File: src/rtl/smbcfg_pkg.sv
package smbcfg_pkg;

  typedef enum logic [2:0] {
    PH_IDLE,
    PH_ADDR,
    PH_CMD,
    PH_COUNT,
    PH_DATA
  } phase_t;

  // Power-on value of each control register: output enables start on,
  // reserved and select bits start off.
  function automatic logic [7:0] reg_reset_value(input int idx);
    case (idx)
      0:       return 8'h06;
      1:       return 8'hFF;
      2:       return 8'hFE;
      default: return 8'h00;
    endcase
  endfunction

endpackage

File: src/rtl/smbcfg_sync.sv
module smbcfg_sync #(
  parameter int STAGES = 2
) (
  input  logic clk,
  input  logic rst,
  input  logic din,
  output logic level,
  output logic rise,
  output logic fall
);
  logic [STAGES-1:0] chain;
  logic              prev;

  always_ff @(posedge clk) begin
    if (rst) begin
      chain <= '1;
      prev  <= 1'b1;
    end else begin
      chain <= {chain[STAGES-2:0], din};
      prev  <= chain[STAGES-1];
    end
  end

  assign level = chain[STAGES-1];
  assign rise  = chain[STAGES-1] & ~prev;
  assign fall  = ~chain[STAGES-1] & prev;
endmodule

File: src/rtl/smbcfg_cond.sv
module smbcfg_cond (
  input  logic scl_level,
  input  logic sda_rise,
  input  logic sda_fall,
  output logic start_det,
  output logic stop_det
);
  // Data edges while the clock line is high are bus conditions.
  assign start_det = scl_level & sda_fall;
  assign stop_det  = scl_level & sda_rise;
endmodule

File: src/rtl/smbcfg_fsm.sv
module smbcfg_fsm
  import smbcfg_pkg::*;
#(
  parameter logic [7:0] ADDR_BYTE = 8'hD2,
  parameter int         NUM_REGS  = 7,
  parameter int         MAX_COUNT = 32,
  localparam int        CW        = $clog2(MAX_COUNT + 1),
  localparam int        IW        = $clog2(NUM_REGS + 1),
  localparam int        IDX_W     = (NUM_REGS > 1) ? $clog2(NUM_REGS) : 1
) (
  input  logic             clk,
  input  logic             rst,
  input  logic             scl_rise,
  input  logic             scl_fall,
  input  logic             sda_bit,
  input  logic             start_det,
  input  logic             stop_det,
  output logic             sda_oe,
  output logic             wr_en,
  output logic [IDX_W-1:0] wr_idx,
  output logic [7:0]       wr_data,
  output logic             in_idle,
  output logic             in_data
);
  phase_t        phase, nxt_phase;
  logic [3:0]    bitcnt;     // 0..7 bits, 8 byte done, 9 ack slot
  logic [7:0]    shreg;
  logic [7:0]    byte_in;
  logic          ack_q;
  logic          accept;
  logic [CW-1:0] remain;
  logic [IW-1:0] widx;

  assign byte_in = {shreg[6:0], sda_bit};

  always_comb begin
    accept    = 1'b0;
    nxt_phase = phase;
    case (phase)
      PH_ADDR: begin
        accept    = (byte_in == ADDR_BYTE);
        nxt_phase = accept ? PH_CMD : PH_IDLE;
      end
      PH_CMD: begin
        accept    = 1'b1;
        nxt_phase = PH_COUNT;
      end
      PH_COUNT: begin
        accept    = (byte_in != 8'd0) && (byte_in <= 8'(MAX_COUNT));
        nxt_phase = accept ? PH_DATA : PH_IDLE;
      end
      PH_DATA: begin
        accept    = (remain != '0);
        nxt_phase = accept ? PH_DATA : PH_IDLE;
      end
      default: begin
        accept    = 1'b0;
        nxt_phase = PH_IDLE;
      end
    endcase
  end

  always_ff @(posedge clk) begin
    if (rst) begin
      phase   <= PH_IDLE;
      bitcnt  <= '0;
      shreg   <= '0;
      ack_q   <= 1'b0;
      sda_oe  <= 1'b0;
      remain  <= '0;
      widx    <= '0;
      wr_en   <= 1'b0;
      wr_idx  <= '0;
      wr_data <= '0;
    end else begin
      wr_en <= 1'b0;
      if (start_det) begin
        phase  <= PH_ADDR;
        bitcnt <= '0;
        sda_oe <= 1'b0;
      end else if (stop_det) begin
        phase  <= PH_IDLE;
        bitcnt <= '0;
        sda_oe <= 1'b0;
      end else if (phase != PH_IDLE) begin
        if (scl_rise && bitcnt < 4'd8) begin
          shreg <= byte_in;
          if (bitcnt == 4'd7) begin
            bitcnt <= 4'd8;
            ack_q  <= accept;
            phase  <= nxt_phase;
            if (phase == PH_COUNT && accept) begin
              remain <= byte_in[CW-1:0];
              widx   <= '0;
            end
            if (phase == PH_DATA && accept) begin
              remain <= remain - CW'(1);
              if (widx < IW'(NUM_REGS)) begin
                wr_en   <= 1'b1;
                wr_idx  <= widx[IDX_W-1:0];
                wr_data <= byte_in;
                widx    <= widx + IW'(1);
              end
            end
          end else begin
            bitcnt <= bitcnt + 4'd1;
          end
        end else if (scl_fall && bitcnt == 4'd8) begin
          sda_oe <= ack_q;
          bitcnt <= 4'd9;
        end else if (scl_fall && bitcnt == 4'd9) begin
          sda_oe <= 1'b0;
          bitcnt <= '0;
        end
      end
    end
  end

  assign in_idle = (phase == PH_IDLE);
  assign in_data = (phase == PH_DATA);
endmodule

File: src/rtl/smbcfg_regbank.sv
module smbcfg_regbank
  import smbcfg_pkg::*;
#(
  parameter int  NUM_REGS = 7,
  localparam int IDX_W    = (NUM_REGS > 1) ? $clog2(NUM_REGS) : 1
) (
  input  logic                  clk,
  input  logic                  rst,
  input  logic                  wr_en,
  input  logic [IDX_W-1:0]      wr_idx,
  input  logic [7:0]            wr_data,
  output logic [NUM_REGS*8-1:0] regs
);
  for (genvar g = 0; g < NUM_REGS; g++) begin : g_reg
    always_ff @(posedge clk) begin
      if (rst)
        regs[g*8 +: 8] <= reg_reset_value(g);
      else if (wr_en && wr_idx == IDX_W'(g))
        regs[g*8 +: 8] <= wr_data;
    end
  end
endmodule

File: src/rtl/smb_cfg_slave.sv
module smb_cfg_slave #(
  parameter logic [7:0] ADDR_BYTE   = 8'hD2,
  parameter int         NUM_REGS    = 7,
  parameter int         MAX_COUNT   = 32,
  parameter int         SYNC_STAGES = 2,
  parameter int         SEL_REG     = 4,
  localparam int        IDX_W       = (NUM_REGS > 1) ? $clog2(NUM_REGS) : 1
) (
  input  logic                  clk,
  input  logic                  rst,
  input  logic                  scl_i,
  input  logic                  sda_i,
  output logic                  sda_oe_o,
  output logic [NUM_REGS*8-1:0] reg_o,
  output logic [4:0]            freq_sel_o,
  output logic                  sel_override_o
);
  logic             scl_lvl, scl_rise, scl_fall;
  logic             sda_lvl, sda_rise, sda_fall;
  logic             start_det, stop_det;
  logic             wr_en;
  logic [IDX_W-1:0] wr_idx;
  logic [7:0]       wr_data;
  logic             fsm_idle, fsm_data;

  smbcfg_sync #(.STAGES(SYNC_STAGES)) u_scl_sync (
    .clk(clk), .rst(rst), .din(scl_i),
    .level(scl_lvl), .rise(scl_rise), .fall(scl_fall)
  );

  smbcfg_sync #(.STAGES(SYNC_STAGES)) u_sda_sync (
    .clk(clk), .rst(rst), .din(sda_i),
    .level(sda_lvl), .rise(sda_rise), .fall(sda_fall)
  );

  smbcfg_cond u_cond (
    .scl_level(scl_lvl), .sda_rise(sda_rise), .sda_fall(sda_fall),
    .start_det(start_det), .stop_det(stop_det)
  );

  smbcfg_fsm #(
    .ADDR_BYTE(ADDR_BYTE), .NUM_REGS(NUM_REGS), .MAX_COUNT(MAX_COUNT)
  ) u_fsm (
    .clk(clk), .rst(rst),
    .scl_rise(scl_rise), .scl_fall(scl_fall), .sda_bit(sda_lvl),
    .start_det(start_det), .stop_det(stop_det),
    .sda_oe(sda_oe_o),
    .wr_en(wr_en), .wr_idx(wr_idx), .wr_data(wr_data),
    .in_idle(fsm_idle), .in_data(fsm_data)
  );

  smbcfg_regbank #(.NUM_REGS(NUM_REGS)) u_regs (
    .clk(clk), .rst(rst),
    .wr_en(wr_en), .wr_idx(wr_idx), .wr_data(wr_data),
    .regs(reg_o)
  );

  if (NUM_REGS > SEL_REG) begin : g_sel
    assign freq_sel_o     = {reg_o[SEL_REG*8 + 2], reg_o[SEL_REG*8 + 4 +: 4]};
    assign sel_override_o = reg_o[SEL_REG*8 + 3];
  end else begin : g_nosel
    assign freq_sel_o     = '0;
    assign sel_override_o = 1'b0;
  end
endmodule

File: config.mk
export PLATFORM = sky130hd
export DESIGN_NAME = smb_cfg_slave
export DESIGN_NICKNAME = d
export VERILOG_FILES = /design/src/rtl/smbcfg_pkg.sv /design/src/rtl/smbcfg_sync.sv /design/src/rtl/smbcfg_cond.sv /design/src/rtl/smbcfg_fsm.sv /design/src/rtl/smbcfg_regbank.sv /design/src/rtl/smb_cfg_slave.sv
export SDC_FILE = /design/constraint.sdc
export NUM_CORES = 1
export LEC_CHECK = 0
export ABC_AREA = 1
export BUFFER_PORTS_ARGS = -buffer_cell sky130_fd_sc_hd__buf_2
export CORE_ASPECT_RATIO = 1.2
export CORE_MARGIN = 2
export CORE_UTILIZATION = 41
export CTS_BUF_LIST = sky130_fd_sc_hd__clkbuf_16
export DETAILED_ROUTE_END_ITERATION = 12
export PLACE_DENSITY_LB_ADDON = 0.08
export RECOVER_POWER = 25
export REMOVE_ABC_BUFFERS = 1
export SLEW_MARGIN = 10
export SYNTH_ARGS = -nofsm -noshare
export SYNTH_HDL_FRONTEND = slang
export SYNTH_HIERARCHICAL = 1
export SYNTH_SLANG_ARGS = --single-unit
File: constraint.sdc
create_clock -name clk -period 2.1 [get_ports clk]
set_input_delay 0.21 -clock clk [delete_from_list [all_inputs] [get_ports clk]]
set_output_delay 0.21 -clock clk [all_outputs]
set_load 0.02 [all_outputs]
Word-level counts from Yosys, hierarchy flattened
Cells that the tools add are included.
{"block": "totals", "inputBits": 4, "regBits": 99, "wordCells": 113, "out_inout_bits": 63}
{"block": "op_classes", "bitwise": 16, "n_lt_le_gt_ge": 3, "n_eq_ne": 14, "muxes": 22, "add_sub_neg": 3, "n_reduce_logical": 33}
{"cell": "$mux 4", "count": 4}
{"cell": "$mux 3", "count": 5}
{"cell": "$reduce_bool 3->1", "count": 5}
{"cell": "$logic_and 1x1->1", "count": 13}
{"cell": "$eq 3x2->1 const B", "count": 4}
{"cell": "$eq 3x3->1 const B", "count": 4}
{"cell": "$mux 6", "count": 2}
{"cell": "$pmux 3 s4", "count": 1}
{"cell": "$not 1->1", "count": 10}
{"cell": "$reduce_and 3->1", "count": 3}
{"cell": "$eq 4x4->1 const B", "count": 2}
{"cell": "$eq 8x8->1 const B", "count": 1}
{"cell": "$le 8x6->1 const B", "count": 1}
{"cell": "$mux 1", "count": 8}
{"cell": "$reduce_bool 8->1", "count": 1}
{"cell": "$reduce_and 7->1", "count": 1}
{"cell": "$reduce_or 7->1", "count": 1}
{"cell": "$and 1x1->1", "count": 6}
{"cell": "$eq 3x1->1 const B", "count": 2}
{"cell": "$reduce_and 6->1", "count": 1}
{"cell": "$reduce_bool 6->1", "count": 1}
{"cell": "$sub 6x1->6 const B", "count": 1}
{"cell": "$reduce_and 5->1", "count": 1}
{"cell": "$add 4x1->4 const B", "count": 1}
{"cell": "other kinds (11)", "count": 12}

Longest topological paths before layout
Gate-level depths: netlist of run 1.
{"block": "depth", "ltp_word": 9, "depth_mapped": 12, "ltp_nobuf": 11}

Cells and area by module
Netlist of run 1, hierarchy kept.
{"module": "smbcfg_regbank", "n_inst": 1, "area_each_um2": 2198.4, "seq_area_each_um2": 1121.1, "cells_per_inst": 308}
{"module": "smbcfg_fsm", "n_inst": 1, "area_each_um2": 1888.1, "seq_area_each_um2": 740.7, "cells_per_inst": 254}
{"module": "smbcfg_sync", "n_inst": 2, "area_each_um2": 97.6, "seq_area_each_um2": 60.1, "cells_per_inst": 13}
{"module": "smb_cfg_slave", "n_inst": 1, "area_each_um2": 45.0, "seq_area_each_um2": 0.0, "cells_per_inst": 6}
{"module": "smbcfg_cond", "n_inst": 1, "area_each_um2": 15.0, "seq_area_each_um2": 0.0, "cells_per_inst": 4}

Least setup slack after synthesis of run 1
No wires, ideal clock.
{"block": "synth_path", "path_kind": "reg-to-reg", "startpoint": "register u_fsm.remain[0]", "endpoint": "register u_fsm.remain[0]", "required_time_ps": 1985, "path_stages_with_launch": 10, "path_slack_ps": 630, "t_arrival_ps": 1355, "setup_time_ps": 115, "period_less_slack_ps": 1470, "path_buffers": 1, "cell_sequence": "dfxtp_1 -> inv_1 -> ha_1 -> nand4_1 -> nand2_2 -> inv_2 -> nand2_4 -> buf_6 -> a21oi_1 -> nor2_1"}
{"block": "synth_via", "elab_chain_len": 5, "elab_cells_between_ends": 8, "classes_between": "1 x add/sub; 2 x mux; 5 x reduce/logical"}
{"element": "start, declared", "line_no": "smbcfg_fsm.sv:31", "rtl": "logic [CW-1:0] remain;"}
{"element": "start signal, assigned", "line_no": "smbcfg_fsm.sv:93", "rtl": "remain <= byte_in[CW-1:0];"}
{"element": "start signal, assigned", "line_no": "smbcfg_fsm.sv:97", "rtl": "remain <= remain - CW'(1);"}
{"element": "$reduce_bool 6->1", "line_no": "smbcfg_fsm.sv:53", "rtl": "accept = (remain != '0);"}
{"element": "$pmux 1 s4", "line_no": "smbcfg_fsm.sv:39", "rtl": "case (phase)"}
{"element": "$logic_and 1x1->1, on equally long branches", "line_no": "smbcfg_fsm.sv:96, smbcfg_fsm.sv:92"}
{"element": "$reduce_bool 2->1 (no line)"}
{"element": "$reduce_and 6->1 (no line)"}
Several ways; a longest one is shown, not always the timed one.
A chain may end at the register's enable or synchronous reset.

Worst setup path after layout of run 1
{"block": "layout_path", "startpoint": "register u_scl_sync.chain[1]", "endpoint": "register u_fsm.wr_data[7]"}
{"block": "layout_via", "elab_chain_len": 3, "elab_cells_between_ends": 7, "classes_between": "5 x bitwise; 2 x reduce/logical"}
{"element": "start, declared", "line_no": "smbcfg_sync.sv:11", "rtl": "logic [STAGES-1:0] chain;"}
{"element": "start signal, assigned", "line_no": "smbcfg_sync.sv:19", "rtl": "chain <= {chain[STAGES-2:0], din};"}
{"element": "$and 1x1->1", "line_no": "smbcfg_sync.sv:25", "rtl": "assign rise = chain[STAGES-1] & ~prev;"}
{"element": "via scl_rise", "line_no": "smb_cfg_slave.sv:18", "rtl": "logic scl_lvl, scl_rise, scl_fall;"}
{"element": "$logic_and 1x1->1", "line_no": "smbcfg_fsm.sv:86", "rtl": "if (scl_rise && bitcnt < 4'd8) begin"}
{"element": "$reduce_and 7->1 (no line)"}
{"element": "end signal, assigned", "line_no": "smbcfg_fsm.sv:101", "rtl": "wr_data <= byte_in;"}
{"element": "end, declared", "line_no": "smbcfg_fsm.sv:21", "rtl": "output logic [7:0] wr_data,"}
The timed path passes the listed nets, and every way through them passes these cells.

==> results of run 1 <==
final timing paths:
kind,start,cells after the start,endpoint
hold reg to reg,u_scl_sync/chain[0],2,u_scl_sync/chain[1]
hold / removal,scl_i,3,u_scl_sync/chain[0]
setup reg to reg,u_scl_sync/chain[1],8,u_fsm/wr_data[7]
setup / recovery,u_scl_sync/chain[1],8,u_fsm/wr_data[7]
final cells by class:
cell class / count / share of cell area
Clock buffer: 9 / 0.0450
Clock inverter: 7 / 0.0217
Inverter: 54 / 0.0410
Multi-Input combinational cell: 422 / 0.402
Sequential cell: 99 / 0.396
Tap cell: 129 / 0.0323
Timing Repair Buffer: 69 / 0.0617
metrics by stage:
stage | setup slack (ns) | utilization | total power [mW] | hold slack, ns | cells
3_3_place_gp | 0.435 | 0.453 | 2.02 | 0.378 | 773
3_5_place_dp | 0.386 | 0.453 | 2.02 | 0.384 | 773
2_1_floorplan | 0.691 | - | 1.99 | 0.279 | 575
4_1_cts | 0.368 | 0.485 | 3.86 | 0.0279 | 789
6_report | 0.414 | 0.481 | 3.82 | 0.0385 | 789
5_1_grt | 0.109 | 0.481 | 3.94 | 0.0456 | 789
state kept, by name, summed over array words and instances, names as in the netlist, 2 cells and up:
| signal | cells |
|---|---|
| u_fsm/wr_idx | 3 |
| u_sda_sync/chain | 2 |
| u_fsm/phase | 3 |
| u_regs/regs | 56 |
| u_fsm/shreg | 7 |
| u_fsm/remain | 6 |
| u_fsm/widx | 3 |
| u_fsm/bitcnt | 4 |
| u_fsm/wr_data | 8 |
| u_scl_sync/chain | 2 |
worst max-delay path: cells and delay by family, from the launching register on:
| kind | cells | cell delay [ns] |
|---|---|---|
| flops | 1 | 0.39 |
| compound gates | 2 | 0.26 |
| simple gates | 4 | 0.82 |
| buf+inv | 2 | 0.13 |
report_power, final:
group / switching (mW) / internal [mW] / leakage [nW]
combinational: 0.0591 / 0.0252 / 1.23
sequential: 0.00581 / 1.88 / 0.799
clock: 0.694 / 1.15 / 0.166
total: 0.759 / 3.06 / 2.20
routing by layer:
layer / vias to the layer above / part of all wire / track usage / wire length [um]
met5: - / 0 / 0 / 0
met4: 0 / 0.015 / 0.0722 / 150
met3: 10 / 0.039 / 0.0233 / 387
met2: 73 / 0.51 / 0.327 / 5010
met1: 1731 / 0.44 / 0.209 / 4360
li1: 2021 / - / - / -
==> results.toml, run 1 <==
[run_status]
outcome = "finished, final reports clean"

[pwr]
p_leak_nw = 2.20
p_per_area_nw_per_um2 = 763
vdd_ir_drop_max_mv = 0.437

[setup_path]
criticalPathCategory = "flip-flop to flip-flop"
r2r_slack_ns = 0.41
end_kind = "flip-flop"
crit_path_max_fanout = 19
slowest_stage = "dfxtp_1"
crit_path_frequent_cell = "inv_1"
arrival_ns = 1.96
cp-start-kind = "flip-flop"
cp_slowest_stage_delay_ns = 0.39
required_ns = 2.37
cp_cell_sequence = "inv_1 -> nor2_1 -> inv_1 -> nor2_2 -> nand4_4 -> nor2_4 -> o21ai_0 -> a21oi_1"

[yosys]
syn-instance-count = 597
netlist_area_um2 = 4340
avgSynthCellArea_um2 = 7.27
yosysWarnings = 6

[floorplan]
die_w_um = 97.9
rows = 41
start_util = 0.417
core_um2 = 10400
io_pins = 67
dieArea_um2 = 11400
die_h_um = 117

[timing]
tns_ns = 0
fmax_mhz = 593
worstMarginPinSlew_ns = 0.527
hold_viol = 0
slew_headroom = 0.649
skew_ns = 0.00670
rsz0062_at_grt = "no"
slew_viol_final = 0
post-route-period-util = 0.803
min_period_ns = 1.69
finalSetupViolCount = 0

[placed_design]
place_area_um2 = 4710
place_hpwl_um = 7330
place.gp.congestion = 0.825
io_buffers = 66

[cells_and_area]
areaGrowthSynthToFinish_pct = 15.4
multiInputGateArea_um2 = 2010
design_area_um2 = 5000
finalNetCount = 664
filler_cell_count = 1151
post_route_cells_drive_above_1_share = 0.127
mostFrequentLayoutCells = "nand2_1 (128), nor2_1 (111), dfxtp_1 (99)"
final_common_cell = "nand2_1"
regArea_um2 = 1980
insertedDiodeCount = 0

[flow_run]
drv_cap = 0

[hold_path]
min_path_type = "input port to flip-flop"

[drt]
via_count = 3835
drt-pass1-iter-count = 4
drtAntennaViolNets = 0
drt-total-wl_um = 9910
drc = 0
avgViaCountPerCell = 4.86
drt-initial-drc-count = 124
wl_per_cell_um = 12.6

[clock_tree]
clk_latency_ns = 0.34
cts_tree = "yes"
post_cts_resized = 0
numCtsBuffers = 9
cts_setup_buffers = 0
cts_hold_buf = 0
clk_path_buf_depth = 2
cts_root_buffer = "clkbuf_16"
cts.sinks = 99
cts.reportedPaths.clkPinSlew_ns = 0.06
h-tree-depth = 3

[grt]
grt_antenna_before_repair = 0
grt_overflow = 0
grt_max_degree = 57
grt_use_total = 0.178
grt_first_pass_wirelength_um = 16300
grt_pass1_vias = 3453
No activity file was read; power rests on OpenSTA's default activity.
==> run 2, diff against run 1 <==
- clock period: 2.1 -> 1.7 ns (I/O delays scaled with it)
==> run 2 against run 1 <==
Register-to-register slack worse by 0.33 ns. Wire length increased by 2.6%. Total power increased by 15%. Clock power is 6% higher. Worst hold slack lost 0.020 ns. Final cell count rose by 1.0%. Utilization increased by 0.66 points. Global-route usage rose by 0.24 points. Via count increased by 1.7%. First-iteration DRC count rose by 13%. Critical endpoint is now u_fsm/remain[5]. Highest routed layer unchanged.
==> results.toml, run 2 (synthesis results as in run 1) <==
[run_status]
outcome = "finished, final reports clean"

[setup_path]
criticalPathCategory = "flip-flop to flip-flop"
arrival_ns = 1.85
end_kind = "flip-flop"
crit_path_max_fanout = 11
cp_cell_sequence = "ha_2 -> nand2_1 -> inv_1 -> nand4_4 -> inv_6 -> nand3_2 -> a21oi_1 -> nor2_1"
crit_family = "simple AND/OR/NAND/NOR gates"
required_ns = 1.93
slowest_stage = "dfxtp_1"
cp_slowest_stage_delay_ns = 0.39
path_buf_inv = 2
cp-start-kind = "flip-flop"

[cells_and_area]
mostFrequentLayoutCells = "nand2_1 (127), nor2_1 (111), dfxtp_1 (99)"
final_common_cell = "nand2_1"
areaGrowthSynthToFinish_pct = 17.0
finalNetCount = 673
post_route_cells_drive_above_1_share = 0.150
regMostFlops = "u_regs/regs"
largestRegisters = "u_regs/regs: 56 flops, u_fsm/wr_data: 8 flops, u_fsm/shreg: 7 flops"
largest_register_ffs = 56
filler_cell_count = 1132
insertedDiodeCount = 0

[grt]
grt_use_total = 0.180
grt_overflow = 0
grt_pass1_vias = 3534
grt_max_degree = 57
grt_first_pass_wirelength_um = 16600
grt_antenna_before_repair = 0

[timing]
finalSetupViolCount = 0
worstMarginPinSlew_ns = 0.425
slew_headroom = 0.716
post-route-period-util = 0.951
rsz0062_at_grt = "yes"
tns_ns = 0
min_period_ns = 1.62
hold_viol = 0
slew_viol_final = 0
fmax_mhz = 619
skew_ns = 0.00664
fin_ws_ns = 0.0833

[floorplan]
start_util = 0.417
core_um2 = 10400
rows = 41
dieArea_um2 = 11400
die_w_um = 97.9
die_h_um = 117
io_pins = 67

[placed_design]
io_buffers = 66
place_hpwl_um = 7500
place.gp.congestion = 0.822
dp_slack_ns = 0.0564

[pwr]
vdd_ir_drop_max_mv = 0.416
p_leak_nw = 2.23
p_per_area_nw_per_um2 = 868

[drt]
drtAntennaViolNets = 0
via_count = 3902
wl_per_cell_um = 12.8
drc = 0
drt-pass1-iter-count = 5
avgViaCountPerCell = 4.90
drt-total-wl_um = 10200
drt-initial-drc-count = 140

[clock_tree]
clk_latency_ns = 0.33
clk_path_buf_depth = 2
cts_tree = "yes"
h-tree-depth = 3
cts.reportedPaths.clkPinSlew_ns = 0.06
numCtsBuffers = 9
cts_root_buffer = "clkbuf_16"
cts.sinks = 99

[hold_path]
min_path_type = "input port to flip-flop"

[flow_run]
drv_cap = 0
[run 2: cell count changes in the layout (fill, tap and decap cells not counted), moves of 2 or more]
cell	change
a21oi_1	-3
a21oi_2	+3
buf_12	+2
buf_4	+6
bufinv_16	-2
clkinv_2	+3
inv_1	-2
o21ai_0	-3
o21ai_1	+3
[run 2: area by class of cell]
class / instances / area (um^2) / area share
flip-flops and latches: 99 / 1980 / 0.391
inverters: 54 / 208 / 0.0409
repair buffers: 77 / 395 / 0.0779
clock inverters: 6 / 57.6 / 0.0113
well taps: 129 / 161 / 0.0318
multi-input cells: 423 / 2040 / 0.403
clock buffers: 9 / 225 / 0.0444
[run 2: per-stage QoR]
| step | cells | util | power (mW) | area (um^2) | hold WS, ns |
|---|---|---|---|---|---|
| floorplan | 575 | - | 2.46 | 4200 | 0.239 |
| global placement | 779 | 0.458 | 2.50 | 4770 | 0.342 |
| detailed placement | 779 | 0.458 | 2.50 | 4770 | 0.365 |
| CTS | 794 | 0.485 | 4.46 | 5050 | 0.0152 |
| global route | 797 | 0.487 | 4.56 | 5070 | 0.0246 |
| finish | 797 | 0.487 | 4.40 | 5070 | 0.0181 |
[run 2: path summary, 6_finish.rpt]
| kind | from | endpoint | slack, ns | cells past startpoint |
|---|---|---|---|---|
| worst max-delay path | u_fsm/bitcnt[1] | u_fsm/remain[5] | 0.08 | 8 |
| worst min-delay path | scl_i | u_scl_sync/chain[0] | 0.02 | 3 |
| worst max register to register | u_fsm/bitcnt[1] | u_fsm/remain[5] | 0.08 | 8 |
| worst min register to register | u_scl_sync/chain[0] | u_scl_sync/chain[1] | 0.43 | 2 |
[run 2: where the power goes]
part	switching (mW)	internal, mW
sequential	0.00577	2.33
clock	0.836	1.12
combinational	0.0771	0.0361
[run 2: metal layers]
| layer | GRT usage | routed length [um] |
|---|---|---|
| met5 | 0 | 0 |
| met4 | 0.0778 | 187 |
| met3 | 0.0245 | 314 |
| met2 | 0.332 | 5280 |
| met1 | 0.209 | 4390 |
[run 2: what timing repair did]
item                                    in CTS  in global routing
setup buffers                                0                  2
gates resized for setup                      0                 10
hold buffers                                 0                  0
endpoints found under the setup margin       0                 22
[run 2: worst min-delay path: stages]
cell	delay (ns)
buf_2	0.07
inv_1	0.03
nand2_1	0.05
